[config.mk]
export PLATFORM = sky130hd
export DESIGN_NAME = pcm_tx_port
export DESIGN_NICKNAME = d
export VERILOG_FILES = /design/src/rtl/pcm_tx_pkg.sv /design/src/rtl/pcm_tx_sync.sv /design/src/rtl/pcm_tx_watchdog.sv /design/src/rtl/pcm_tx_framer.sv /design/src/rtl/pcm_tx_port.sv
export SDC_FILE = /design/constraint.sdc
export NUM_CORES = 1
export LEC_CHECK = 0
export ABC_CLOCK_PERIOD_IN_PS = 2800
export BUFFER_PORTS_ARGS = -buffer_cell sky130_fd_sc_hd__buf_2
export CORE_ASPECT_RATIO = 0.8
export CORE_MARGIN = 2
export CORE_UTILIZATION = 49
export CTS_CLUSTER_SIZE = 20
export DETAILED_ROUTE_END_ITERATION = 10
export PLACE_DENSITY = 0.75
export SYNTH_ARGS = -nofsm -noshare
export SYNTH_HDL_FRONTEND = slang
export SYNTH_HIERARCHICAL = 1
export SYNTH_SLANG_ARGS = --single-unit
[constraint.sdc]
create_clock -name clk -period 2.8 [get_ports clk]
set_clock_uncertainty 0.05 [all_clocks]
set_input_delay 0.56 -clock clk [delete_from_list [all_inputs] [get_ports clk]]
set_output_delay 0.56 -clock clk [all_outputs]
set_load 0.1 [all_outputs]
[src/rtl/pcm_tx_pkg.sv]
`timescale 1ns/1ps
package pcm_tx_pkg;
   // bit positions inside the synchronized input vector
   localparam int SIN_MCLK = 0;
   localparam int SIN_DCLK = 1;
   localparam int SIN_FS   = 2;
   localparam int SIN_PDN  = 3;
   localparam int SIN_NUM  = 4;

   function automatic int cnt_width(input longint limit);
      int w;
      w = 1;
      while ((64'd1 << w) <= limit) w++;
      return w;
   endfunction
endpackage

[src/rtl/pcm_tx_sync.sv]
`timescale 1ns/1ps
module pcm_tx_sync #(
   parameter int N_IN   = 4,
   parameter int STAGES = 2
) (
   input  logic            clk,
   input  logic            rst_n,
   input  logic [N_IN-1:0] async_in,
   output logic [N_IN-1:0] sync_out
);
   generate
      if (STAGES < 2) begin : g_bad
         $error("pcm_tx_sync: STAGES must be at least 2");
      end
      for (genvar g = 0; g < N_IN; g++) begin : g_chain
         logic [STAGES-1:0] chain;
         always_ff @(posedge clk or negedge rst_n) begin
            if (!rst_n) chain <= '0;
            else        chain <= {chain[STAGES-2:0], async_in[g]};
         end
         assign sync_out[g] = chain[STAGES-1];
      end
   endgenerate
endmodule

[src/rtl/pcm_tx_watchdog.sv]
`timescale 1ns/1ps
module pcm_tx_watchdog #(
   parameter longint SYNC_LOSS_CYCLES = 60_000_000
) (
   input  logic clk,
   input  logic rst_n,
   input  logic fs_s,
   output logic standby
);
   import pcm_tx_pkg::*;
   localparam int CW = cnt_width(SYNC_LOSS_CYCLES);
   localparam logic [CW-1:0] TERM = CW'(SYNC_LOSS_CYCLES - 1);

   logic [CW-1:0] low_cnt;

   generate
      if (SYNC_LOSS_CYCLES < 2) begin : g_bad
         $error("pcm_tx_watchdog: SYNC_LOSS_CYCLES must be at least 2");
      end
   endgenerate

   always_ff @(posedge clk or negedge rst_n) begin
      if (!rst_n) begin
         low_cnt <= '0;
         standby <= 1'b0;
      end else if (fs_s) begin
         low_cnt <= '0;
         standby <= 1'b0;
      end else if (low_cnt == TERM) begin
         standby <= 1'b1;
      end else begin
         low_cnt <= low_cnt + 1'b1;
      end
   end
endmodule

[src/rtl/pcm_tx_framer.sv]
`timescale 1ns/1ps
module pcm_tx_framer #(
   parameter int WORD_W = 8
) (
   input  logic              clk,
   input  logic              rst_n,
   input  logic              mode_var,
   input  logic              bclk_s,
   input  logic              fs_s,
   input  logic              pdn_s,
   input  logic              standby,
   input  logic              sig_bit,
   input  logic [WORD_W-1:0] pcm_word,
   output logic              sdo,
   output logic              sdo_oe,
   output logic              slot_strobe_n,
   output logic              bit_rise
);
   localparam int IDX_W = (WORD_W > 2) ? $clog2(WORD_W) : 1;
   localparam logic [IDX_W-1:0] LAST = IDX_W'(WORD_W - 1);

   logic              bclk_prev;
   logic              fs_last;
   logic [WORD_W-1:0] shreg;
   logic [IDX_W-1:0]  idx, idx_next;
   logic              sig_q, sig_next;

   generate
      if (WORD_W < 2) begin : g_bad
         $error("pcm_tx_framer: WORD_W must be at least 2");
      end
   endgenerate

   assign bit_rise = bclk_s & ~bclk_prev;

   always_comb begin
      idx_next = idx + 1'b1;
      sig_next = (idx == '0) ? (fs_s & ~mode_var) : sig_q;
   end

   always_ff @(posedge clk or negedge rst_n) begin
      if (!rst_n) begin
         bclk_prev <= 1'b0;
         fs_last   <= 1'b0;
      end else begin
         bclk_prev <= bclk_s;
         if (bit_rise) fs_last <= fs_s;
      end
   end

   always_ff @(posedge clk or negedge rst_n) begin
      if (!rst_n) begin
         sdo           <= 1'b0;
         sdo_oe        <= 1'b0;
         slot_strobe_n <= 1'b1;
         shreg         <= '0;
         idx           <= '0;
         sig_q         <= 1'b0;
      end else if (!pdn_s || standby) begin
         sdo_oe        <= 1'b0;
         slot_strobe_n <= 1'b1;
      end else if (bit_rise) begin
         if (!sdo_oe) begin
            if (fs_s && !fs_last) begin
               sdo_oe        <= 1'b1;
               slot_strobe_n <= mode_var;
               shreg         <= pcm_word;
               sdo           <= pcm_word[WORD_W-1];
               idx           <= '0;
               sig_q         <= 1'b0;
            end
         end else if ((mode_var && !fs_s) || idx == LAST) begin
            sdo_oe        <= 1'b0;
            slot_strobe_n <= 1'b1;
         end else begin
            idx   <= idx_next;
            sig_q <= sig_next;
            shreg <= {shreg[WORD_W-2:0], 1'b0};
            sdo   <= (idx_next == LAST && sig_next) ? sig_bit : shreg[WORD_W-2];
         end
      end
   end
endmodule

[src/rtl/pcm_tx_port.sv]
`timescale 1ns/1ps
module pcm_tx_port #(
   parameter int     WORD_W           = 8,
   parameter int     SYNC_STAGES      = 2,
   parameter longint SYNC_LOSS_CYCLES = 60_000_000
) (
   input  logic              clk,
   input  logic              rst_n,
   input  logic              mode_var,
   input  logic              mclk,
   input  logic              dclk,
   input  logic              fsync,
   input  logic              pdn_n,
   input  logic              sig_bit,
   input  logic [WORD_W-1:0] pcm_word,
   output logic              sdo,
   output logic              sdo_oe,
   output logic              slot_strobe_n,
   output logic              standby
);
   import pcm_tx_pkg::*;

   logic [SIN_NUM-1:0] raw_in, syn_in;
   logic bclk_sel, fs_sync, pdn_sync, bit_rise;

   always_comb begin
      raw_in           = '0;
      raw_in[SIN_MCLK] = mclk;
      raw_in[SIN_DCLK] = dclk;
      raw_in[SIN_FS]   = fsync;
      raw_in[SIN_PDN]  = pdn_n;
   end

   pcm_tx_sync #(.N_IN(SIN_NUM), .STAGES(SYNC_STAGES)) sync_i (
      .clk(clk), .rst_n(rst_n), .async_in(raw_in), .sync_out(syn_in)
   );

   assign bclk_sel = mode_var ? syn_in[SIN_DCLK] : syn_in[SIN_MCLK];
   assign fs_sync  = syn_in[SIN_FS];
   assign pdn_sync = syn_in[SIN_PDN];

   pcm_tx_watchdog #(.SYNC_LOSS_CYCLES(SYNC_LOSS_CYCLES)) wdog_i (
      .clk(clk), .rst_n(rst_n), .fs_s(fs_sync), .standby(standby)
   );

   pcm_tx_framer #(.WORD_W(WORD_W)) framer_i (
      .clk(clk), .rst_n(rst_n), .mode_var(mode_var), .bclk_s(bclk_sel),
      .fs_s(fs_sync), .pdn_s(pdn_sync), .standby(standby), .sig_bit(sig_bit),
      .pcm_word(pcm_word), .sdo(sdo), .sdo_oe(sdo_oe),
      .slot_strobe_n(slot_strobe_n), .bit_rise(bit_rise)
   );
endmodule

* Word-level counts from Yosys, hierarchy flattened
Index checks and enable logic that the tools add are counted.
Storage, ports and cells: bits in registers 51, word-level logic and storage cells 71
Cells by class: add/subtract/negate cells 2, bitwise operators 5, eq/ne operators 6, muxes and demuxes 29, reduce and logical (&&, ||, !) cells 15
Operator list (count):
- $mux 26 | 2
- $add 26x1->26 const B | 1
- $eq 26x26->1 const B | 1
- $mux 1 | 21
- $mux 7 | 3
- $mux 3 | 3
- $eq 3x3->1 const B | 2
- $reduce_bool 2->1 | 3
- $ne 2x2->1 const B | 2
- $reduce_and 4->1 | 1
- $add 3x1->3 const B | 1
- $logic_and 1x1->1 | 3
- $logic_not 1->1 | 3
- $logic_not 3->1 | 1
- $ne 3x3->1 const B | 1
- $not 1->1 | 3
- $reduce_and 3->1 | 1
- $reduce_bool 3->1 | 1
- $and 1x1->1 | 2
- $logic_or 1x1->1 | 2

* Depth between registers and ports, before layout
Gate-level depths: netlist (run 1).
word-level depth 7, depth in mapped cells 7

* Hierarchy
Netlist (run 1), hierarchy kept.
By module, submodules not included:
- pcm_tx_watchdog | cells each 149, area an instance 1453.9 um2, seq. area each 675.6 um2, times used 1
- pcm_tx_framer | cells each 87, area an instance 905.9 um2, seq. area each 401.6 um2, times used 1
- pcm_tx_sync | cells each 12, area an instance 230.2 um2, seq. area each 200.2 um2, times used 1
- pcm_tx_port | cells each 1, area an instance 15.0 um2, seq. area each 0.0 um2, times used 1

* Worst setup path after synthesis (run 1)
OpenSTA, ideal clock, no wires.
path type register to register, from register framer_i.sdo_oe, to register framer_i.sig_q, stages on the path, launching flop included 7, arrival time 1927 ps, library setup time 131 ps, setup slack 692 ps, period minus slack after synthesis 2108 ps, path through dfrtp_1 -> buf_2 -> nor4b_4 -> o21ai_4 -> buf_6 -> nand2_2 -> o211ai_2
Between the ends: longest elaborated chain between the ends 2
RTL lines:
- start, declared | line pcm_tx_framer.sv:15 | output logic sdo_oe,
- start signal, assigned | line pcm_tx_framer.sv:54 | sdo_oe <= 1'b0;
- start signal, assigned | line pcm_tx_framer.sv:60 | sdo_oe <= 1'b0;
- start signal, assigned | line pcm_tx_framer.sv:65 | sdo_oe <= 1'b1;
- $ne 2x2->1 (no line) / $reduce_bool 2->1 (equally long branches)
- $reduce_and 4->1 (no line)
- end signal, assigned | line pcm_tx_framer.sv:77 | sig_q <= sig_next;
- end, declared | line pcm_tx_framer.sv:26 | logic sig_q, sig_next;
Several ways; a longest one is shown, not always the timed one. A chain may end at the register's enable or synchronous reset.

* Worst setup path after layout (run 1)
from register wdog_i.low_cnt[21], to register wdog_i.low_cnt[8]
Between the ends: longest elaborated chain between the ends 2
RTL lines:
- start, declared | line pcm_tx_watchdog.sv:14 | logic [CW-1:0] low_cnt;
- start signal, assigned | line pcm_tx_watchdog.sv:32 | low_cnt <= low_cnt + 1'b1;
- $eq 26x26->1 | line pcm_tx_watchdog.sv:29 | end else if (low_cnt == TERM) begin
- $ne 2x2->1 (no line)
Every way passes these cells.

==> results of run 1 <==
==> per-layer routing <==
metal  global-route usage [%]  vias up
met3                    3.690        6
met1                    26.13      865
met5                        0        -
li1                         -      894
met4                    6.173        0
met2                    25.09       32
==> sequential cells by signal, summed over array words and instances (netlist names) <==
name / flops
wdog_i/low_cnt: 26
sync_i/g_chain.chain: 8
framer_i/shreg: 7
framer_i/idx: 3
framer_i/bclk_prev: 1
framer_i/fs_last: 1
framer_i/sdo: 1
framer_i/sdo_oe: 1
framer_i/sig_q: 1
framer_i/slot_strobe_n: 1
wdog_i/standby: 1
==> cells by family after synthesis <==
family / after synthesis / share of synthesized area, %
AOI/OAI and AO/OA: 32 / 8.117
xor gates and xnor gates: 20 / 6.724
adders and majority gates: 6 / 2.882
buffers and inverters: 19 / 4.226
DFF: 51 / 49.04
muxes: 10 / 4.323
and+or+nand+nor: 111 / 24.69
==> how the worst max path moves through the flow <==
stage | depth (start not counted) | slack (ns) | endpoint | from
global placement | 5 | 0.68 | wdog_i/low_cnt[8]$_DFFE_PN0P_ | wdog_i/low_cnt[21]$_DFFE_PN0P_
global route | 5 | 0.47 | wdog_i/low_cnt[8]$_DFFE_PN0P_ | wdog_i/low_cnt[21]$_DFFE_PN0P_
CTS | 5 | 0.57 | wdog_i/low_cnt[8]$_DFFE_PN0P_ | wdog_i/low_cnt[21]$_DFFE_PN0P_
finish | 5 | 0.57 | wdog_i/low_cnt[8]$_DFFE_PN0P_ | wdog_i/low_cnt[21]$_DFFE_PN0P_
detailed placement | 5 | 0.59 | wdog_i/low_cnt[8]$_DFFE_PN0P_ | wdog_i/low_cnt[21]$_DFFE_PN0P_
floorplan | 6 | 0.69 | framer_i/sig_q$_DFFE_PN0P_ | framer_i/sdo_oe$_DFFE_PN0P_
==> synth_stat cells (2+ instances only) <==
cell,number
mux2i_1,6
dfrtp_1,50
mux2_4,2
and3_1,3
clkbuf_1,5
inv_1,6
nand2b_1,3
nor3_1,5
or3_1,3
nand3_1,12
nor2_1,27
nand2_1,24
mux2_2,2
o21ai_1,3
xnor2_1,15
o21ai_0,4
ha_1,6
buf_4,4
a21oi_1,13
nor4_1,3
nor2b_1,2
xor2_1,5
buf_6,3
nand4_1,8
and4_1,5
o21ai_2,7
==> stage by stage <==
step           utilization [%]  hold WS (ns)
2_1_floorplan                -        0.2144
3_3_place_gp             53.71        0.2842
3_5_place_dp             53.71        0.2878
4_1_cts                  55.31        0.1121
5_1_grt                  55.31        0.1214
6_report                 55.31        0.1068
==> final cells by class <==
type | instances | area [um^2]
Fill cell | 461 | 2263
Multi-Input combinational cell | 179 | 1217
Timing Repair Buffer | 23 | 125.1
Sequential cell | 51 | 1277
Clock buffer | 7 | 76.32
Clock inverter | 1 | 5.005
Inverter | 6 | 22.52
Tap cell | 62 | 77.57
==> critical path: cells and delay by family, from the launching register on <==
kind,cells,cell delay [ns]
DFF,1,0.43
muxes,1,0.30
and+or+nand+nor,4,1.35
==> where the power goes <==
group	switching [uW]	leakage [uW]	internal, uW
Sequential	38.6	0.000672	800
Combinational	148	0.000513	72.4
Clock	221	0.0000422	176
Total	408	0.00123	1050
==> qor.yml, run 1 <==
r2r-start: "wdog_i/low_cnt[21]$_DFFE_PN0P_"
layout.nets: 288
cp-end-kind: "flip-flop"
overflow: 0
die_h_um: 69.22
vdd_ir_drop_max_uv: 349.0
route.met3.wl_um: 181
power.density_nw_per_um2: 519.5
yosysTopAreaCellShare_pct: 48.03
p_leak_uw: 0.001227
netlist_area_um2: 2605
synthDistinctLibCells: 49
grt_pass1_vias: 1682
core-area_um2: 5065
hpwl_mm: 3.339
viasPerCell: 5.462
required_ns: 2.93
drtIter0Drc: 151
rsz0062_at_grt: "false"
grt_antenna_before_repair: 0
synth_seq_cells: 51
cts_root_buf: "clkbuf_8"
vias: 1797
synthCells: 249
wirelength_mm: 4.703
grt_pass1_wl_mm: 8.135
route.detailed.drc: 0
hold_buffers: 0
crit_type: "flip-flop to flip-flop"
slowest_delay_ns: 0.61
placedInstanceArea_um2: 2720
status: "complete, no violations"
fin_crit_sh_pct: 79.82
m1WireLength_mm: 2.319
num_antenna_cells: 0
track_usage_pct: 17.46
stdcell_area_um2: 2801
synth_fp_nets: 271
post-place-cells: 321
final_common_cell: "dfrtp_1"
die-area_um2: 5919
final.setup.tns_ns: 0
crit_fanout: 9
slew_headroom_pct: 52.12
gp_congestion: 0.8483
htreeDepth: 2
ys_seq_area_share_pct: 49.04
regToRegEndpoint: "wdog_i/low_cnt[8]$_DFFE_PN0P_"
ys_warn_count: 6
cts_tree: "yes"
synth.area.top_cells: "dfrtp_1 (48%), xnor2_1 (5.0%), nor2_1 (3.9%), nand2_1 (3.5%), ha_1 (2.9%)"
hold_viol: 0
dpl_worst_slack_ns: 0.5889
clk_pin_slew_worst_paths_ns: 0.08
hp-class: "input port to asynchronous set/reset pin"
async_flop_share_pct: 100.0
layout_setup_ws_ns: 0.5651
fin_cells: 329
ios: 20
slew_violations: 0
drive_gt1_share_pct: 19.85
cts_num_sinks: 51
clock.fmax_mhz: 447.5
avgSynthCellArea_um2: 10.46
cts_resized: 0
first_pass_iters: 4
die_w_um: 85.52
cp-start-kind: "flip-flop"
clk_latency_ns: 0.30
tightest_slew_ns: 0.7155
reg2reg_slack_ns: 0.57
finalSetupViolCount: 0
arrival_ns: 2.37
worstPathCellList: "or4_1 > nor4_4 > nand2_4 > nor3b_1 > mux2_4"
clk_path_buf_depth: 2
numCtsBuffers: 5
area_delta_synth_final_pct: 7.541
initial_core_util_pct: 51.43
ys.flop_type: "dfrtp_1"
met2_length_mm: 2.140
rows: 23
portBuffers: 19
rr_worst_depth: 5
period_needed_ns: 2.235
cts_setup_buffers: 0
top_layer: "met4"
ant_nets: 0
final_cell_mix: "dfrtp_1 (50), nor2_1 (27), nand2_1 (24)"
fin_total_pwr_uw: 1455
wl_per_cell_um: 14.29
grt_max_degree: 32
synth.largest_area_cell: "dfrtp_1"
crit_slowest_cell: "or4_1"
synth_edf_count: 0
max_cap_violations: 0
(Power assumes the default switching activity.)
==> run 2: changes to the inputs <==
--- a/config.mk
+++ b/config.mk
@@ -5,14 +5,15 @@
 export SDC_FILE = /design/constraint.sdc
 export NUM_CORES = 1
 export LEC_CHECK = 0
-export ABC_CLOCK_PERIOD_IN_PS = 2800
+export ABC_AREA = 1
+export ABC_CLOCK_PERIOD_IN_PS = 1890
 export BUFFER_PORTS_ARGS = -buffer_cell sky130_fd_sc_hd__buf_2
 export CORE_ASPECT_RATIO = 0.8
 export CORE_MARGIN = 2
 export CORE_UTILIZATION = 49
 export CTS_CLUSTER_SIZE = 20
 export DETAILED_ROUTE_END_ITERATION = 10
-export PLACE_DENSITY = 0.75
+export PLACE_DENSITY = 0.77
 export SYNTH_ARGS = -nofsm -noshare
 export SYNTH_HDL_FRONTEND = slang
 export SYNTH_HIERARCHICAL = 1
==> constraint.sdc (replaced) <==
create_clock -name clk -period 1.89 [get_ports clk]
set_clock_uncertainty 0.05 [all_clocks]
set_input_delay 0.378 -clock clk [delete_from_list [all_inputs] [get_ports clk]]
set_output_delay 0.378 -clock clk [all_outputs]
set_load 0.1 [all_outputs]
==> qor.yml, run 2 <==
avgSynthCellArea_um2: 7.346  # -30%
rsz0062_at_grt: "false"
async_flop_share_pct: 100.0  # unchanged
period_needed_ns: 1.790
largest_register_ffs: 26  # unchanged
status: "complete, no violations"
vias: 2538  # +41%
power.density_nw_per_um2: 758.1  # +46%
core-area_um2: 5881  # +16%
synth.largest_area_cell: "dfrtp_1"
yosysTopAreaCellShare_pct: 42.27  # -5.8 points
drive_gt1_share_pct: 16.16  # -3.7 points
ys_warn_count: 6  # unchanged
seq_power_share_pct: 50.7  # -6.9 points
layout.nets: 448  # +56%
slew_headroom_pct: 67.52  # +15 points
netlist_area_um2: 2960  # +14%
r2r-start: "framer_i/idx[0]$_DFFE_PN0P_"
grt_pass1_vias: 2355  # +40%
p_leak_uw: 0.001550  # +26%
p_int_uw: 1740  # +66%
post-place-cells: 499  # +55%
crit_fanout: 13  # +4
final.setup.tns_ns: 0  # unchanged
startpoint: "framer_i/sdo_oe$_DFFE_PN0P_"
ys_seq_area_share_pct: 43.15  # -5.9 points
hp-class: "input port to flip-flop"
grt_max_degree: 52  # +63%
die_h_um: 73.52  # +6.2%
cts_root_buf: "clkbuf_8"
grtUsageMet2_pct: 31.26  # +6.2 points
clk_path_buf_depth: 2  # unchanged
regArea_um2: 1279  # about the same
cts_num_sinks: 51  # unchanged
max_cap_violations: 0  # unchanged
rr_worst_depth: 10  # +5
gr-max-usage-layer: "met2"
cp_top_family: "flip-flops"
globalRouteMet1Util_pct: 27.99  # +1.9 points
combPwrFrac_pct: 18.1  # +3.0 points
slowest_delay_ns: 0.56  # -0.05 ns
clk_pin_slew_worst_paths_ns: 0.10  # +0.02 ns
track_usage_pct: 19.53  # +2.1 points
met3_usage_pct: 3.487  # -0.20 points
worstSetupEndpoint: "sdo_oe"
fin_cells: 508  # +54%
overflow: 0  # unchanged
clock.fmax_mhz: 558.7
p_clk_share_pct: 31.2  # +3.9 points
first_pass_iters: 5  # +1
gp_congestion: 0.9204  # +8.5%
cp-start-kind: "flip-flop"
final_cell_mix: "nand2_1 (130), nor2_1 (65), dfrtp_1 (49)"
crit_slowest_cell: "dfrtp_2"
largestRegisters: "wdog_i/low_cnt (26), sync_i/g_chain.chain (8), framer_i/shreg (7)"
ios: 20  # unchanged
route.detailed.drc: 0  # unchanged
viasPerCell: 4.996  # -8.5%
required_ns: 1.46  # -1.47 ns
worst-path-stages: 1  # -4
htreeDepth: 2  # unchanged
hold_viol: 0  # unchanged
slew_violations: 0  # unchanged
synth_fp_nets: 425  # +57%
p_switching_uw: 746.0  # +83%
portBuffers: 19  # unchanged
reg2reg_slack_ns: 0.18  # -0.39 ns
yosysMostFrequentCell: "nand2_1"
initial_core_util_pct: 50.34  # -1.1 points
critPathBufInv: 1  # +1
wl_per_cell_um: 11.85  # -17%
cp-end-kind: "output port"
rows: 25  # +8.7%
vdd_ir_drop_max_uv: 567.8  # +63%
cts_resized: 0  # unchanged
area_delta_synth_final_pct: 10.78
drtIter0Drc: 238  # +58%
regToRegEndpoint: "framer_i/idx[0]$_DFFE_PN0P_"
wirelength_mm: 6.020  # +28%
ant_nets: 0  # unchanged
hold_ws_ns: 0.1252  # +0.01847 ns
synthDistinctLibCells: 33  # -33%
die_w_um: 90.90  # +6.3%
finalSetupViolCount: 0  # unchanged
synth.area.top_cells: "dfrtp_1 (42%), nand2_1 (16%), nor2_1 (8.2%), inv_1 (6.0%), nand3_1 (3.2%)"
tightest_slew_ns: 0.4906  # -0.2249 ns
num_antenna_cells: 0  # unchanged
cts_tree: "yes"
final_common_cell: "nand2_1"
arrival_ns: 1.36  # -1.01 ns
grt_antenna_before_repair: 0  # unchanged
fin_total_pwr_uw: 2486  # +71%
worstPathCellList: "buf_2"
numCtsBuffers: 5  # unchanged
fin_crit_sh_pct: 94.70
die-area_um2: 6683  # +13%
grt_pass1_wl_mm: 10.43  # +28%
largest-register: "wdog_i/low_cnt"
synth_seq_cells: 51  # unchanged
multi_input_area_um2: 1429  # +17%
nFillCells: 574  # +25%
clk_latency_ns: 0.30  # about the same
yosys-top-cells-count: "nand2_1 (130), nor2_1 (65), dfrtp_1 (50)"
hpwl_mm: 4.525  # +36%
crit_type: "flip-flop to output port"
switching_share_pct: 30.01  # +2.0 points
ys.flop_type: "dfrtp_1"
synthCells: 403  # +62%
synth_edf_count: 0  # unchanged
==> run 2: changes by cell type after synthesis, moves of 5 or more <==
cell / change
a21oi_1: -9
inv_1: +41
nand3_1: +7
o21ai_2: -5
nand2_2: +7
nor2_1: +38
or2_2: +5
o21ai_0: +7
xnor2_1: -13
nand2_1: +106
mux2i_1: -6
nor2_2: +6
and4_1: -5
==> run 2: worst min-delay path by stage <==
stage | startpoint | endpoint | slack [ns] | cells after the start
after detailed placement | sync_i/g_chain[3].chain[0]$_DFF_PN0_ | sync_i/g_chain[3].chain[1]$_DFF_PN0_ | 0.28 | 0
after global placement | sync_i/g_chain[3].chain[0]$_DFF_PN0_ | sync_i/g_chain[3].chain[1]$_DFF_PN0_ | 0.28 | 0
final | pdn_n | sync_i/g_chain[3].chain[0]$_DFF_PN0_ | 0.13 | 1
after CTS | pdn_n | sync_i/g_chain[3].chain[0]$_DFF_PN0_ | 0.12 | 1
after floorplan | rst_n | framer_i/bclk_prev$_DFF_PN0_ | 0.03 | 0
after global routing | mclk | sync_i/g_chain[0].chain[0]$_DFF_PN0_ | 0.10 | 1
==> run 2: through the flow <==
stage               area [um^2]  util (%)  setup WS [ns]
finish                     3279     55.77         0.1002
global route               3279     55.77        0.05939
CTS                        3279     55.77        0.09819
detailed placement         3154     53.64         0.2304
global placement           3154     53.64         0.2693
floorplan                  2962         -         0.1965
==> run 2: cell type report <==
| type | count | share of cell area [%] |
|---|---|---|
| inverters | 48 | 5.494 |
| repair buffers | 26 | 5.341 |
| well taps | 81 | 3.090 |
| multi-input cells | 294 | 43.57 |
| clock inverters | 3 | 1.412 |
| flip-flops and latches | 51 | 38.99 |
| clock buffers | 5 | 2.098 |
==> run 2: logic make-up (layout without fill, tap and decap cells) <==
group | after synthesis | in the layout | share of synthesized area, %
AOI/OAI and AO/OA | 29 | 29 | 5.833
xor gates and xnor gates | 5 | 5 | 1.480
adders and majority gates | 6 | 6 | 2.536
buffers and inverters | 58 | 82 | 8.580
DFF | 51 | 51 | 43.15
and+or+nand+nor | 254 | 254 | 38.42
==> run 2: repair_timing <==
action | CTS | global route
hold endpoints to repair | 6 | 0
buffers inserted | 0 | 0
hold buffers | 1 | 0
==> run 2: routing by layer <==
metal	vias up	share of wire, %
met5	-	0
met4	0	0.73
met3	5	4.5
met2	47	44
met1	1196	51
li1	1290	-
==> run 2: power groups by stage <==
| stage | Clock [uW] | Sequential (uW) | Combinational [uW] |
|---|---|---|---|
| 3_5_place_dp | 0 | 1280 | 451 |
| 5_1_grt | 851 | 1280 | 511 |
| 6_report | 776 | 1260 | 451 |
| 3_3_place_gp | 0 | 1280 | 437 |
| 2_1_floorplan | 0 | 1370 | 243 |
| 4_1_cts | 803 | 1260 | 456 |
==> run 3: changes to the inputs <==
--- a/config.mk
+++ b/config.mk
@@ -16,5 +16,4 @@
 export PLACE_DENSITY = 0.77
 export SYNTH_ARGS = -nofsm -noshare
 export SYNTH_HDL_FRONTEND = slang
-export SYNTH_HIERARCHICAL = 1
 export SYNTH_SLANG_ARGS = --single-unit
==> qor.yml, run 3 <==
slew_headroom_pct: 67.83  # +0.31 points
cts_resized: 0  # unchanged
crit_type: "flip-flop to output port"
p_switching_uw: 768.0  # +3.0%
final_common_cell: "nand2_1"
overflow: 0  # unchanged
grt_pass1_vias: 2223  # -5.6%
slowest_delay_ns: 0.54  # -0.02 ns
rsz0062_at_grt: "false"
min_path_cells: 1  # unchanged
cts_num_sinks: 51  # unchanged
drive_gt1_share_pct: 16.10  # -0.062 points
hpwl_mm: 4.355  # -3.8%
num_antenna_cells: 0  # unchanged
track_usage_pct: 19.57  # +0.041 points
cp-end-kind: "output port"
slew_violations: 0  # unchanged
synth.largest_area_cell: "dfrtp_1"
clk_latency_ns: 0.31  # about the same
synth_seq_cells: 51  # unchanged
yosys-top-cells-count: "nand2_1 (116), nor2_1 (57), dfrtp_1 (50)"
viasPerCell: 4.902  # -1.9%
critPathBufInv: 1  # unchanged
portBuffers: 19  # unchanged
combPwrFrac_pct: 18.2  # about the same
max_cap_violations: 0  # unchanged
largest-register: "wdog_i.low_cnt"
hold_viol: 0  # unchanged
cp-start-kind: "flip-flop"
cp_top_family: "flip-flops"
ios: 20  # unchanged
grt_antenna_before_repair: 0  # unchanged
worstPathCellList: "buf_2"
hp-class: "input port to flip-flop"
clk_path_buf_depth: 2  # unchanged
first_pass_iters: 4  # -1
netlist_area_um2: 2877  # -2.8%
r2r-start: "wdog_i.low_cnt[1]$_DFFE_PN0P_"
ys.flop_type: "dfrtp_1"
synthCells: 383  # -5.0%
layout.nets: 431  # -3.8%
crit_slowest_cell: "dfrtp_1"
gp_congestion: 0.9406  # +2.2%
synth_edf_count: 0  # unchanged
vias: 2392  # -5.8%
initial_core_util_pct: 51.78  # +1.4 points
route.detailed.drc: 0  # unchanged
switching_share_pct: 32.48  # +2.5 points
avgSynthCellArea_um2: 7.510  # +2.2%
crit_fanout: 7  # -6
p_clk_share_pct: 28.9  # -2.3 points
clk_pin_slew_worst_paths_ns: 0.11  # about the same
status: "complete, no violations"
synth.area.top_cells: "dfrtp_1 (43%), nand2_1 (15%), nor2_1 (7.4%), inv_1 (6.3%), nand3_1 (4.3%)"
die-area_um2: 6503  # -2.7%
tightest_slew_ns: 0.4859  # -0.004721 ns
async_flop_share_pct: 100.0  # unchanged
area_delta_synth_final_pct: 10.66
arrival_ns: 1.35  # about the same
regToRegEndpoint: "wdog_i.low_cnt[20]$_DFFE_PN0P_"
core-area_um2: 5555  # -5.5%
ys_seq_area_share_pct: 44.41  # +1.3 points
required_ns: 1.46  # about the same
die_w_um: 89.66  # -1.4%
period_needed_ns: 1.775  # -0.01458 ns
wirelength_mm: 5.786  # -3.9%
wl_per_cell_um: 11.86  # about the same
htreeDepth: 2  # unchanged
seq_power_share_pct: 52.9  # +2.2 points
drtIter0Drc: 131  # -45%
largestRegisters: "wdog_i.low_cnt (26), sync_i.g_chain.chain (8), framer_i.shreg (7)"
rows: 24  # -4.0%
yosysMostFrequentCell: "nand2_1"
fin_crit_sh_pct: 93.93  # -0.77 points
p_int_uw: 1597  # -8.3%
startpoint: "framer_i.sdo_oe$_DFFE_PN0P_"
vdd_ir_drop_max_uv: 554.8  # -2.3%
placedInstanceArea_um2: 3077  # -2.5%
synth_fp_nets: 405  # -4.7%
reg2reg_slack_ns: 0.18  # about the same
cts_root_buf: "clkbuf_8"
holdCritStartpoint: "mclk"
grt_max_degree: 26  # -50%
p_leak_uw: 0.001507  # -2.8%
ys_warn_count: 0  # -6
synthDistinctLibCells: 31  # -6.1%
largest_register_ffs: 26  # unchanged
finalSetupViolCount: 0  # unchanged
ant_nets: 0  # unchanged
clock.fmax_mhz: 563.3  # +0.82%
hold_ws_ns: 0.1111  # -0.01410 ns
numCtsBuffers: 5  # unchanged
final_cell_mix: "nand2_1 (116), nor2_1 (57), dfrtp_1 (50)"
stdcell_area_um2: 3183  # -2.9%
yosysTopAreaCellShare_pct: 43.50  # +1.2 points
final.setup.tns_ns: 0  # unchanged
die_h_um: 72.53  # -1.3%
power.density_nw_per_um2: 742.9  # -2.0%
grt_pass1_wl_mm: 9.936  # -4.8%
cts_tree: "yes"
worstHoldEndpoint: "sync_i.g_chain[0].chain[0]$_DFF_PN0_"
rr_worst_depth: 8  # -2
==> run 3: power by group through the flow <==
| stage | sequential (uW) | combinational (uW) | clock [uW] |
|---|---|---|---|
| after global placement | 1270 | 419 | 0 |
| after CTS | 1250 | 433 | 697 |
| after detailed placement | 1270 | 430 | 0 |
| after global routing | 1260 | 482 | 725 |
| final | 1250 | 430 | 684 |
| after floorplan | 1360 | 223 | 0 |
==> run 3: worst register-to-register path, stage by stage, from the launching register on <==
cell and delay [ns]:
dfrtp_1 0.45, ha_1 0.27, nand3_1 0.18, inv_1 0.12
nand3_1 0.11, nor2_1 0.20, nand3_1 0.11, nand2_1 0.08
nor2_1 0.05
==> run 3: kinds of logic after synthesis <==
group,synth area share (%)
adder cells (fa/ha/maj),2.610
XOR/XNOR,1.218
AO/OA/AOI/OAI,6.220
AND/OR/NAND/NOR,37.58
buffers and inverters,7.960
flip-flops,44.41
==> run 3: cell type report <==
type,count,area [um^2]
fill,498,2372
multi-input combinational,277,1370
sequential,51,1277
inverter,49,186.4
timing repair buffer,25,155.1
tap,78,97.59
clock buffer,5,68.82
clock inverter,3,27.53
==> run 3: metrics by stage <==
| stage | cells | power, uW | worst slack, ns | util [%] |
|---|---|---|---|---|
| detailed placement | 479 | 1702 | 0.2037 | 55.38 |
| CTS | 488 | 2381 | 0.1147 | 57.30 |
| global placement | 479 | 1690 | 0.2636 | 55.38 |
| finish | 488 | 2365 | 0.1148 | 57.30 |
| floorplan | 383 | 1587 | 0.02651 | - |
| global route | 488 | 2471 | 0.02476 | 57.30 |
==> run 3: worst max-delay path by stage <==
stage                                     endpoint  slack (ns)  cells past startpoint
floorplan            framer_i.shreg[0]$_DFFE_PN0P_        0.03                      6
global placement       framer_i.idx[0]$_DFFE_PN0P_        0.26                      9
detailed placement      framer_i.sig_q$_DFFE_PN0P_        0.20                      9
CTS                                         sdo_oe        0.11                      1
global route        wdog_i.low_cnt[24]$_DFFE_PN0P_        0.02                      8
finish                                      sdo_oe        0.11                      1
==> run 3: repair_timing <==
| item | CTS | global route |
|---|---|---|
| setup buffers | 0 | 0 |
| endpoints found under the hold margin | 13 | 0 |
| hold buffers | 1 | 0 |
==> run 3: per-layer routing <==
metal | GRT usage, % | up-vias | routed length [um]
li1 | - | 1242 | -
met2 | 27.29 | 62 | 2325
met3 | 3.641 | 4 | 362
met4 | 5.473 | 0 | 37
met5 | 0 | - | 0
met1 | 30.95 | 1084 | 3060
